===== src/rtl/pcc_pkg.sv =====
`timescale 1ns/1ps
package pcc_pkg;
    typedef enum logic [1:0] {
        ST_IDLE  = 2'd0,
        ST_BLANK = 2'd1,
        ST_ON    = 2'd2,
        ST_TRIP  = 2'd3
    } pcc_state_e;
endpackage


===== src/rtl/pcc_softstart.sv =====
`timescale 1ns/1ps
module pcc_softstart #(
    parameter int SS_W        = 8,
    parameter int SS_STEP_CYC = 6863
) (
    input  logic            clk,
    input  logic            rst_n,
    input  logic            restart,
    output logic [SS_W-1:0] code
);
    localparam int PW = $clog2(SS_STEP_CYC + 1);
    localparam logic [PW-1:0]   STEP_LAST = PW'(SS_STEP_CYC - 1);
    localparam logic [SS_W-1:0] FULL      = '1;

    logic [PW-1:0] presc;

    always_ff @(posedge clk or negedge rst_n) begin
        if (!rst_n) begin
            presc <= '0;
            code  <= '0;
        end else if (restart) begin
            presc <= '0;
            code  <= '0;
        end else if (presc == STEP_LAST) begin
            presc <= '0;
            if (code != FULL) code <= code + 1'b1;
        end else begin
            presc <= presc + 1'b1;
        end
    end
endmodule


===== src/rtl/pcc_burst.sv =====
`timescale 1ns/1ps
module pcc_burst (
    input  logic clk,
    input  logic rst_n,
    input  logic below_low,
    input  logic above_high,
    output logic hold
);
    always_ff @(posedge clk or negedge rst_n) begin
        if (!rst_n)          hold <= 1'b0;
        else if (below_low)  hold <= 1'b1;
        else if (above_high) hold <= 1'b0;
    end
endmodule


===== src/rtl/pcc_pulse_fsm.sv =====
`timescale 1ns/1ps
module pcc_pulse_fsm
    import pcc_pkg::*;
#(
    parameter int LEB_CYC     = 25,
    parameter int TON_MAX_CYC = 1000
) (
    input  logic clk,
    input  logic rst_n,
    input  logic start_ok,
    input  logic cs_fb,
    input  logic cs_abn,
    output logic gate,
    output logic trip
);
    localparam int TW = $clog2(TON_MAX_CYC + 1);
    localparam logic [TW-1:0] LEB_LAST = TW'(LEB_CYC - 1);
    localparam logic [TW-1:0] TON_LAST = TW'(TON_MAX_CYC - 1);

    pcc_state_e    state_q, state_d;
    logic [TW-1:0] ton_cnt;

    always_ff @(posedge clk or negedge rst_n) begin
        if (!rst_n) state_q <= ST_IDLE;
        else        state_q <= state_d;
    end

    always_ff @(posedge clk or negedge rst_n) begin
        if (!rst_n)                                       ton_cnt <= '0;
        else if (state_q == ST_BLANK || state_q == ST_ON) ton_cnt <= ton_cnt + 1'b1;
        else                                              ton_cnt <= '0;
    end

    always_comb begin
        state_d = state_q;
        unique case (state_q)
            ST_IDLE: begin
                if (start_ok) state_d = ST_BLANK;
            end
            ST_BLANK: begin
                if (cs_abn)                     state_d = ST_TRIP;
                else if (ton_cnt == TON_LAST)   state_d = ST_IDLE;
                else if (ton_cnt == LEB_LAST)   state_d = ST_ON;
            end
            ST_ON: begin
                if (cs_abn)                     state_d = ST_TRIP;
                else if (cs_fb)                 state_d = ST_IDLE;
                else if (ton_cnt == TON_LAST)   state_d = ST_IDLE;
            end
            ST_TRIP: state_d = ST_TRIP;
        endcase
    end

    always_comb begin
        gate = 1'b0;
        trip = 1'b0;
        unique case (state_q)
            ST_IDLE:  ;
            ST_BLANK: gate = 1'b1;
            ST_ON:    gate = 1'b1;
            ST_TRIP:  trip = 1'b1;
        endcase
    end
endmodule


===== src/rtl/pwm_cycle_ctrl.sv =====
`timescale 1ns/1ps
module pwm_cycle_ctrl #(
    parameter int LEB_CYC     = 25,
    parameter int TON_MAX_CYC = 1000,
    parameter int SS_W        = 8,
    parameter int SS_STEP_CYC = 6863
) (
    input  logic            clk,
    input  logic            rst_n,
    input  logic            restart,
    input  logic            turn_on_req,
    input  logic            cs_over_fb,
    input  logic            cs_over_abn,
    input  logic            fb_below_low,
    input  logic            fb_above_high,
    output logic            gate_en,
    output logic [SS_W-1:0] ss_code,
    output logic            shutdown_req
);
    logic burst_hold;

    pcc_burst u_burst (
        .clk        (clk),
        .rst_n      (rst_n),
        .below_low  (fb_below_low),
        .above_high (fb_above_high),
        .hold       (burst_hold)
    );

    pcc_pulse_fsm #(
        .LEB_CYC     (LEB_CYC),
        .TON_MAX_CYC (TON_MAX_CYC)
    ) u_fsm (
        .clk      (clk),
        .rst_n    (rst_n),
        .start_ok (turn_on_req & ~burst_hold),
        .cs_fb    (cs_over_fb),
        .cs_abn   (cs_over_abn),
        .gate     (gate_en),
        .trip     (shutdown_req)
    );

    pcc_softstart #(
        .SS_W        (SS_W),
        .SS_STEP_CYC (SS_STEP_CYC)
    ) u_ss (
        .clk     (clk),
        .rst_n   (rst_n),
        .restart (restart),
        .code    (ss_code)
    );
endmodule


===== config.mk =====
export PLATFORM = sky130hd
export DESIGN_NAME = pwm_cycle_ctrl
export DESIGN_NICKNAME = d
export VERILOG_FILES = /design/src/rtl/pcc_pkg.sv /design/src/rtl/pcc_softstart.sv /design/src/rtl/pcc_burst.sv /design/src/rtl/pcc_pulse_fsm.sv /design/src/rtl/pwm_cycle_ctrl.sv
export SDC_FILE = /design/constraint.sdc
export NUM_CORES = 1
export LEC_CHECK = 0
export BUFFER_PORTS_ARGS = -buffer_cell sky130_fd_sc_hd__clkbuf_2
export CORE_AREA = 5 5 63 65
export DETAILED_ROUTE_END_ITERATION = 10
export DIE_AREA = 0 0 68 70
export GPL_TIMING_DRIVEN = 0
export PLACE_DENSITY = 0.78
export SYNTH_ARGS = -nofsm -noshare
export SYNTH_HDL_FRONTEND = slang
export SYNTH_SLANG_ARGS = --single-unit

===== constraint.sdc =====
create_clock -name clk -period 4.9 [get_ports clk]
set_input_delay 0.49 -clock clk [delete_from_list [all_inputs] [get_ports clk]]
set_output_delay 0.49 -clock clk [all_outputs]
set_load 0.02 [all_outputs]

**Yosys cells after proc, flatten, opt, wreduce, memory -nomap -nowiden**

Index checks and enable logic that the tools add are counted.

- Register bits after elaboration: 34
- Logic and storage cells: 46
- Output and inout bits: 10
- Input port bits: 8

- Add/subtract/negate cells: 3
- Multiplexer cells: 18
- Reduce and logical (&&, ||, !) cells: 8
- Bitwise logic cells: 2
- Equality and inequality tests: 10

Operators by type and width:

| cell | count |
|---|---|
| $mux 13 | 2 |
| $mux 8 | 3 |
| $mux 2 | 7 |
| $add 13x1->13 const B | 1 |
| $eq 13x13->1 const B | 1 |
| $add 10x1->10 const B | 1 |
| $eq 10x10->1 const B | 1 |
| $eq 10x5->1 const B | 1 |
| $mux 10 | 1 |
| $add 8x1->8 const B | 1 |
| $ne 4x4->1 const B | 2 |
| $ne 8x8->1 const B | 1 |
| $pmux 2 s4 | 1 |
| $reduce_bool 2->1 | 3 |
| $eq 2x2->1 const B | 2 |
| $mux 1 | 4 |
| $reduce_and 3->1 | 1 |
| $eq 2x1->1 const B | 1 |
| $logic_not 2->1 | 1 |
| $ne 2x1->1 const B | 1 |
| $reduce_and 2->1 | 1 |
| $reduce_or 2->1 | 1 |
| $and 1x1->1 | 1 |
| $logic_or 1x1->1 | 1 |
| $not 1->1 | 1 |

**Longest topological paths before layout**

Gate-level depths: netlist of the first run.

- Depth in word-level cells: 5
- Gate-level depth with buffers: 8
- Depth with buffers taken out: 7

**Cells and area by module**

A second synthesis of the first run with hierarchy kept.

- Cells, all modules: 187
- Area total of the unflattened synthesis: 1,830.5 um^2

Modules (own cells, without submodules):

| module | instances | cells each | area each (um^2) |
|---|---|---|---|
| pcc_softstart | 1 | 115 | 1,091.0 |
| pcc_pulse_fsm | 1 | 68 | 689.4 |
| pcc_burst | 1 | 3 | 36.3 |
| pwm_cycle_ctrl | 1 | 1 | 13.8 |

**Worst setup path before layout of the first run**

No wires, ideal clock.

- Kind: reg-to-reg
- Start: register u_ss.code[0]
- End: register u_ss.code[6]
- Data arrival time: 1.835 ns
- Required time: 4.800 ns
- Cell stages (with the launch flop): 6
- Path slack: 2.965 ns
- Buffers on the path: 0
- Library setup time: 0.100 ns
- Path through: dfrtp_1 ha_1 nand2_1 nor3_1 nor2_1 a311oi_1

- Longest elaborated chain between the ends: 4
- Elaborated cells on any way between the ends: 7
- Classes of those cells: add/sub: 1; eq/ne: 1; mux: 3; reduce/logical: 2

Ends and longest elaborated chain:

| element | RTL line | text |
|---|---|---|
| start, declared | pcc_softstart.sv:9 | `output logic [SS_W-1:0] code` |
| start signal, assigned | pcc_softstart.sv:26 | `if (code != FULL) code <= code + 1'b1;` |
| $add 8x1->8 | pcc_softstart.sv:26 |  |
| $mux 8 | pcc_softstart.sv:26 |  |
| $mux 8 | pcc_softstart.sv:24 | `end else if (presc == STEP_LAST) begin` |
| $mux 8 | pcc_softstart.sv:21 | `end else if (restart) begin` |

Several ways; a longest one is shown, not always the timed one. The select of a mux whose other input is x is not followed.
A chain may end at the register's enable or synchronous reset.

**Final worst setup path of the first run**

Same ends and word-level chain as after synthesis.

==> results of run 1 <==
==> kinds of logic after synthesis <==
kind of cell               after synthesis  synth area share
and+or+nand+nor                         85            0.2514
DFF                                     34            0.4762
xor gates and xnor gates                23            0.1127
buffers and inverters                   13           0.03220
AOI/OAI and AO/OA                       12           0.04552
adders and majority gates               10           0.07003
muxes                                    2           0.01190
==> per-layer routing <==
layer	global-route usage	vias to the layer above
li1	-	646
met1	0.1771	629
met2	0.2634	18
met3	0.04968	5
met4	0.05519	0
met5	0	-
==> metrics by stage <==
step           setup WS (ps)  cell area, um2  utilization  hold WS (ps)  power (W)
2_1_floorplan           2965            1787            -         194.4  0.0004718
3_3_place_gp            2869            1924       0.5859         455.5  0.0005147
3_5_place_dp            2842            1924       0.5859         456.3  0.0005260
4_1_cts                 2813            2007       0.6110         233.9  0.0007341
5_1_grt                 2621            2007       0.6110         290.5  0.0007698
6_report                2815            2007       0.6110         231.3  0.0007222
==> flip-flops by register name, summed over array words and instances, names as in the netlist <==
name,flops
u_burst.hold,1
u_fsm.state_q,2
u_fsm.ton_cnt,10
u_ss.code,8
u_ss.presc,13
==> power by group through the flow <==
| stage | clock (W) | sequential, W | combinational, W |
|---|---|---|---|
| global route | 0.000223 | 0.000330 | 0.000217 |
| CTS | 0.000212 | 0.000327 | 0.000195 |
| global placement | 0 | 0.000330 | 0.000184 |
| floorplan | 0 | 0.000327 | 0.000145 |
| detailed placement | 0 | 0.000332 | 0.000194 |
| finish | 0.000205 | 0.000326 | 0.000191 |
==> synthesized netlist by cell type (2+ instances only) <==
| master | number |
|---|---|
| and2_1 | 6 |
| nor4_2 | 2 |
| nand3_1 | 10 |
| and3_1 | 5 |
| xor2_1 | 9 |
| or3_1 | 3 |
| nor3_1 | 5 |
| nand2_1 | 12 |
| inv_1 | 9 |
| or4b_1 | 2 |
| xnor2_1 | 14 |
| ha_1 | 10 |
| dfrtp_1 | 34 |
| nand2b_1 | 3 |
| a21oi_1 | 2 |
| a211oi_1 | 2 |
| o21ai_0 | 2 |
| nor2b_1 | 3 |
| nand4_1 | 3 |
| nor2_1 | 28 |
==> path summary, 6_finish.rpt <==
check / to / depth (start not counted)
hold reg to reg: u_burst.hold$_DFFE_PN0P_ / 1
hold / removal: u_ss.presc[12]$_DFF_PN0_ / 1
setup / recovery: u_ss.code[6]$_DFFE_PN0P_ / 5
setup reg to reg: u_ss.code[6]$_DFFE_PN0P_ / 5
max in group asynchronous: u_ss.presc[0]$_DFF_PN0_ / 1
min in group clk: u_burst.hold$_DFFE_PN0P_ / 2
==> critical path, stage by stage (launching register included) <==
cell      delay (ps)
dfrtp_1          450
ha_1             190
nand2_1          120
nor3_1           700
nor2_1           190
a311oi_1         330
==> area by class of cell <==
type,count,area [um2],area share
inverters,10,37.54,0.01870
multi-input cells,132,878.3,0.4377
clock inverters,3,45.04,0.02244
well taps,46,57.56,0.02868
repair buffers,16,80.08,0.03990
flip-flops and latches,34,850.8,0.4239
plain buffers,3,20.02,0.009975
clock buffers,5,37.54,0.01870
==> results.ini, run 1 <==
[run_status]
status = finished, final reports clean

[floorplan]
die_height_um = 70
fp-row-count = 21
area_of_the_placeable_core_um2 = 3284
floorplan.die_area_um2 = 4760
pin_count = 18
initial_core_utilization = 0.5440
die_width_um = 68

[logic_synthesis]
synth_top_flop_cell = dfrtp_1
netlist_top_cells_area = dfrtp_1 48%, ha_1 7.0%, xnor2_1 6.9%, nor2_1 5.9%, xor2_1 4.4%
synth-edff-count = 0
synth.lib_cells_used.distinct = 35
cell_area_after_synthesis_um2 = 1787
yosys_register_bits = 34
area_leader_netlist = dfrtp_1
seq_area_frac_synth = 0.4762
synth_nets = 197
post_synth.cell_area_avg_um2 = 9.982
syn_inst = 179
yosysTopAreaCellShare = 0.4762
async_set_or_reset_flop_fraction_in_the_synthesized_netlist = 1.000
yosys_warnings = 0

[timing]
fmaxAchievable_mhz = 479.7
relSlewSlack = 0.4408
time_the_worst_path_needs_with_i_o_delays_and_setup_ps = 2085
finalSetupViolCount = 0
rsz0062_at_grt = false
finalHoldViolations = 0
worst-slew-pin-transition_ps = 838.8
setup_clock_skew_after_layout_ps = 13.30
portion_of_the_clock_cycle_consumed_by_the_worst_path_in_the_final_layout = 0.4254
drv_slew = 0
finalSetupTns_ps = 0

[pwr]
seq_power_share = 0.452
p_leak_nw = 0.9186
comb_power_share = 0.264
clock_power_share = 0.284
cell_internal_pwr_w = 0.0004940
power_density_nw_per_um2 = 359.8
switchingPower_w = 0.0002281
power.share.switching = 0.3159
worst_vdd_drop_mv = 0.1522

[detailed_routing]
met2_length_um = 1559
dr.first_iter.drc_count = 87
final_antenna_net_count = 0
routed_via_density = 5.213
drt_first_pass_iters = 4
wire_per_inst_um = 12.62
wirelength_met1_um = 1369
drcViolationCount = 0
route.final.wire_length_um = 3142
top_layer = met4
num_vias = 1298
routed-wl-met3_um = 155

[final_layout]
most-common-layout-cells = 34 x dfrtp_1, 28 x nor2_1, 16 x clkbuf_2
final_cells = 249
layout_commonest_cell = dfrtp_1
insertedDiodeCount = 0
area.growth.synth_to_final_pct = 12.32
drive_above_1_share = 0.1429
nFillCells = 257
finish.net_count = 220

[global_routing]
grt_first_pass_wirelength_um = 5678
groute.usage.overall = 0.1548
largest_net_degree_at_the_start_of_global_routing = 35
grt_pass1_vias = 1351
grt_overflow_total = 0
initial_antenna_violation_count = 0

[worst_setup_path]
biggest_fanout_along_the_worst_timing_path = 7
critical_path.startpoint = u_ss.code[0]$_DFFE_PN0P_
worst_setup_path_start_kind = register
timing.critical_path.to_type = register
regToRegSetupSlack_ps = 2820
arrival_time_at_the_worst_endpoint_ps = 2340
timing.setup.critical_path_class = reg -> reg
timing.rr.start = u_ss.code[0]$_DFFE_PN0P_
crit_required_ps = 5150

[clock_tree]
insertion_delay_ps = 340
cts_setup_buffers = 0
clock_tree.htree_level_count = 2
maximum_number_of_buffers_from_clock_root_to_sink = 2
clk_pin_slew_ps = 110
post_cts_resize_count = 0
cts_inserted_buffers = 5
cts_tree = built
numClockSinks = 34
hold_buffers = 0
clock-root-buffer = clkbuf_4

[place]
place_hpwl_um = 2331
globalplace.congestion = 0.8200
portBuffers = 16
dpl.cell_count = 241

[flow_run]
max_cap_viol_count = 0

[hold_path]
min_path_type = in -> async

Note: power is estimated with default switching activity, not from simulation.
==> run 2, diff against run 1 <==
--- a/config.mk
+++ b/config.mk
@@ -5,12 +5,13 @@
 export SDC_FILE = /design/constraint.sdc
 export NUM_CORES = 1
 export LEC_CHECK = 0
+export ABC_AREA = 1
 export BUFFER_PORTS_ARGS = -buffer_cell sky130_fd_sc_hd__clkbuf_2
-export CORE_AREA = 5 5 63 65
+export CORE_AREA = 5 5 67 69
 export DETAILED_ROUTE_END_ITERATION = 10
-export DIE_AREA = 0 0 68 70
+export DIE_AREA = 0 0 72 74
 export GPL_TIMING_DRIVEN = 0
-export PLACE_DENSITY = 0.78
+export PLACE_DENSITY = 0.77
 export SYNTH_ARGS = -nofsm -noshare
 export SYNTH_HDL_FRONTEND = slang
 export SYNTH_SLANG_ARGS = --single-unit
==> constraint.sdc (replaced) <==
create_clock -name clk -period 1.8 [get_ports clk]
set_input_delay 0.18 -clock clk [delete_from_list [all_inputs] [get_ports clk]]
set_output_delay 0.18 -clock clk [all_outputs]
set_load 0.02 [all_outputs]
==> run 2 against run 1 <==
Effect of this change: worst hold slack worse by 250 ps; final cell count up 28%; wire length up 6.5%; synthesized area up 7.4%; first-iteration DRC count down 54%; the run now ends with hold timing left; clock power rose to 2.8 times the previous value; global-route usage down 1.3 points; largest cell class unchanged; clock skew down 5.6 ps; cell area up 7.5%; non-clock buffer count down 1; critical path depth down 2; sequential share of layout area down 3.0 points.
==> results.ini, run 2 <==
[floorplan]
fp-row-count = 23
die_width_um = 72
floorplan.die_area_um2 = 5328
initial_core_utilization = 0.4977
pin_count = 18
die_height_um = 74
area_of_the_placeable_core_um2 = 3856

[worst_setup_path]
regToRegSetupSlack_ps = 280
worstRegToRegCells = 8
cpLargestDelayFamily = adder cells
arrival_time_at_the_worst_endpoint_ps = 1410
worstPathCellList = inv_1 > ha_1 > clkbuf_2
cp.buffers_inverters = 2
timing.critical_path.to_type = output pin
worst_setup_path_start_kind = register
crit_required_ps = 1620
library_cell_contributing_the_largest_single_delay_on_the_critical_path = ha_1
timing.rr.start = u_fsm.ton_cnt[0]$_DFF_PN0_
worst_r2r_endpoint = u_fsm.ton_cnt[8]$_DFF_PN0_
cpPeakStageDelay_ps = 420
biggest_fanout_along_the_worst_timing_path = 7
timing.setup.critical_path_class = reg -> out

[clock_tree]
cts_inserted_buffers = 5
hold_buffers = 0
cts_setup_buffers = 0
numClockSinks = 34
clock_tree.htree_level_count = 2
post_cts_resize_count = 0
insertion_delay_ps = 290
clk_pin_slew_ps = 70
maximum_number_of_buffers_from_clock_root_to_sink = 2
cts_tree = built
clock-root-buffer = clkbuf_8

[logic_synthesis]
yosysTopAreaCellShare = 0.4433
synth_top_flop_cell = dfrtp_1
top_cell_types_by_occurrence_after_synthesis = 64 x nand2_1, 34 x dfrtp_1, 33 x inv_1
post_synth.cell_area_avg_um2 = 7.866
synth_nets = 262
seq_area_frac_synth = 0.4433
yosys_warnings = 0
yosysMostFrequentCell = nand2_1
yosys_register_bits = 34
syn_inst = 244
synth-edff-count = 0
area_leader_netlist = dfrtp_1
cell_area_after_synthesis_um2 = 1919
async_set_or_reset_flop_fraction_in_the_synthesized_netlist = 1.000
synth.lib_cells_used.distinct = 25
netlist_top_cells_area = dfrtp_1 44%, nand2_1 13%, ha_1 6.5%, inv_1 6.5%, nor2_1 5.9%

[detailed_routing]
route.final.wire_length_um = 3345
num_vias = 1527
drcViolationCount = 0
drt_first_pass_iters = 4
final_antenna_net_count = 0
wire_per_inst_um = 10.49
routed_via_density = 4.787
dr.first_iter.drc_count = 40

[timing]
time_the_worst_path_needs_with_i_o_delays_and_setup_ps = 1594
rsz0062_at_grt = false
hold_slack_ps = -14.43
finalHoldViolations = 34
worst-slew-pin-transition_ps = 841.7
finalSetupViolCount = 0
finalSetupTns_ps = 0
final_ws_setup_ps = 206.2
portion_of_the_clock_cycle_consumed_by_the_worst_path_in_the_final_layout = 0.8854
drv_slew = 0
setup_clock_skew_after_layout_ps = 7.753
fmaxAchievable_mhz = 627.4
relSlewSlack = 0.4389

[global_routing]
grt_first_pass_wirelength_um = 5830
initial_antenna_violation_count = 0
groute.usage.overall = 0.1416
largest_net_degree_at_the_start_of_global_routing = 35
grt_overflow_total = 0
grt_pass1_vias = 1427

[hold_path]
min_path_type = in -> async

[final_layout]
most-common-layout-cells = 64 x nand2_1, 34 x dfrtp_1, 33 x inv_1
finish.utilization = 0.5597
finish.net_count = 286
drive_above_1_share = 0.1636
largest_register_ffs = 13
top_register = u_ss.presc
layout_commonest_cell = nand2_1
area.growth.synth_to_final_pct = 12.45
insertedDiodeCount = 0
top_regs = u_ss.presc (13), u_fsm.ton_cnt (10), u_ss.code (8)

[place]
dpl_worst_slack_ps = 286.4
portBuffers = 17
globalplace.congestion = 0.8474
place_hpwl_um = 2474

[run_status]
failed_checks = hold timing
status = complete, but fails checks

[pwr]
power_density_nw_per_um2 = 679.5
worst_vdd_drop_mv = 0.5952
p_leak_nw = 1.099

[flow_run]
max_cap_viol_count = 0

run 2: cell types whose count changed in the layout (fill, tap and decap cells not counted), sizes merged, moves of 10 or more:
cell	before	now
inv	9	35
a21oi	2	14
xnor2	14	1
nand2	12	69
o21ai	3	13
run 2: cell families after synthesis:
group	after synthesis	share of synthesized area
xor gates and xnor gates	4	0.01826
DFF	34	0.4433
buffers and inverters	36	0.07432
and+or+nand+nor	132	0.3188
AOI/OAI and AO/OA	28	0.08019
adders and majority gates	10	0.06519
run 2: routing by layer:
layer / wire, um / global-route usage / vias up
met2: 1554 / 0.2378 / 15
met4: 50 / 0.05637 / 0
met1: 1614 / 0.1628 / 686
li1: - / - / 821
met3: 125 / 0.05676 / 5
met5: 0 / 0 / -
run 2: final cells by class:
type / count / area (um2)
multi-input combinational: 174 / 925.9
clock buffer: 7 / 86.33
buffer: 1 / 11.26
clock inverter: 1 / 5.005
timing repair buffer: 17 / 85.08
tap: 50 / 62.56
inverter: 35 / 131.4
fill: 370 / 1698
sequential: 34 / 850.8
run 2: worst max-delay path by stage:
stage / from / end / slack, ps / cells past startpoint
after floorplan: u_ss.code[0]$_DFFE_PN0P_ / u_ss.code[7]$_DFFE_PN0P_ / 320 / 10
after global placement: u_ss.presc[0]$_DFF_PN0_ / u_ss.code[1]$_DFFE_PN0P_ / 340 / 10
after detailed placement: u_fsm.ton_cnt[0]$_DFF_PN0_ / u_fsm.ton_cnt[8]$_DFF_PN0_ / 290 / 8
after CTS: u_fsm.state_q[0]$_DFFE_PN0P_ / gate_en / 200 / 3
after global routing: u_fsm.ton_cnt[0]$_DFF_PN0_ / u_fsm.ton_cnt[6]$_DFF_PN0_ / 80 / 7
final: u_fsm.state_q[0]$_DFFE_PN0P_ / gate_en / 210 / 3
run 2: worst register-to-register path, stage by stage, from the launching register on:
cell     delay, ps
dfrtp_1        400
ha_1           190
nand2_1         70
inv_1           80
nand2_1         90
nor3_1         340
nand3_1        120
nand2_1         80
nor2_1          40
run 2: where the power goes:
group          leakage, nW  internal [W]  switching (W)
registers            0.457      0.000779      0.0000157
clock network       0.0482      0.000308       0.000268
logic                0.594     0.0000320      0.0000637
total                 1.10       0.00112       0.000348
run 2: through the flow:
step	cells	instance area, um2	total power (W)
after floorplan	244	1919	0.0008636
after global placement	311	2067	0.0009052
after detailed placement	311	2067	0.0009071
after CTS	319	2158	0.001499
after global routing	319	2158	0.001547
final	319	2158	0.001467
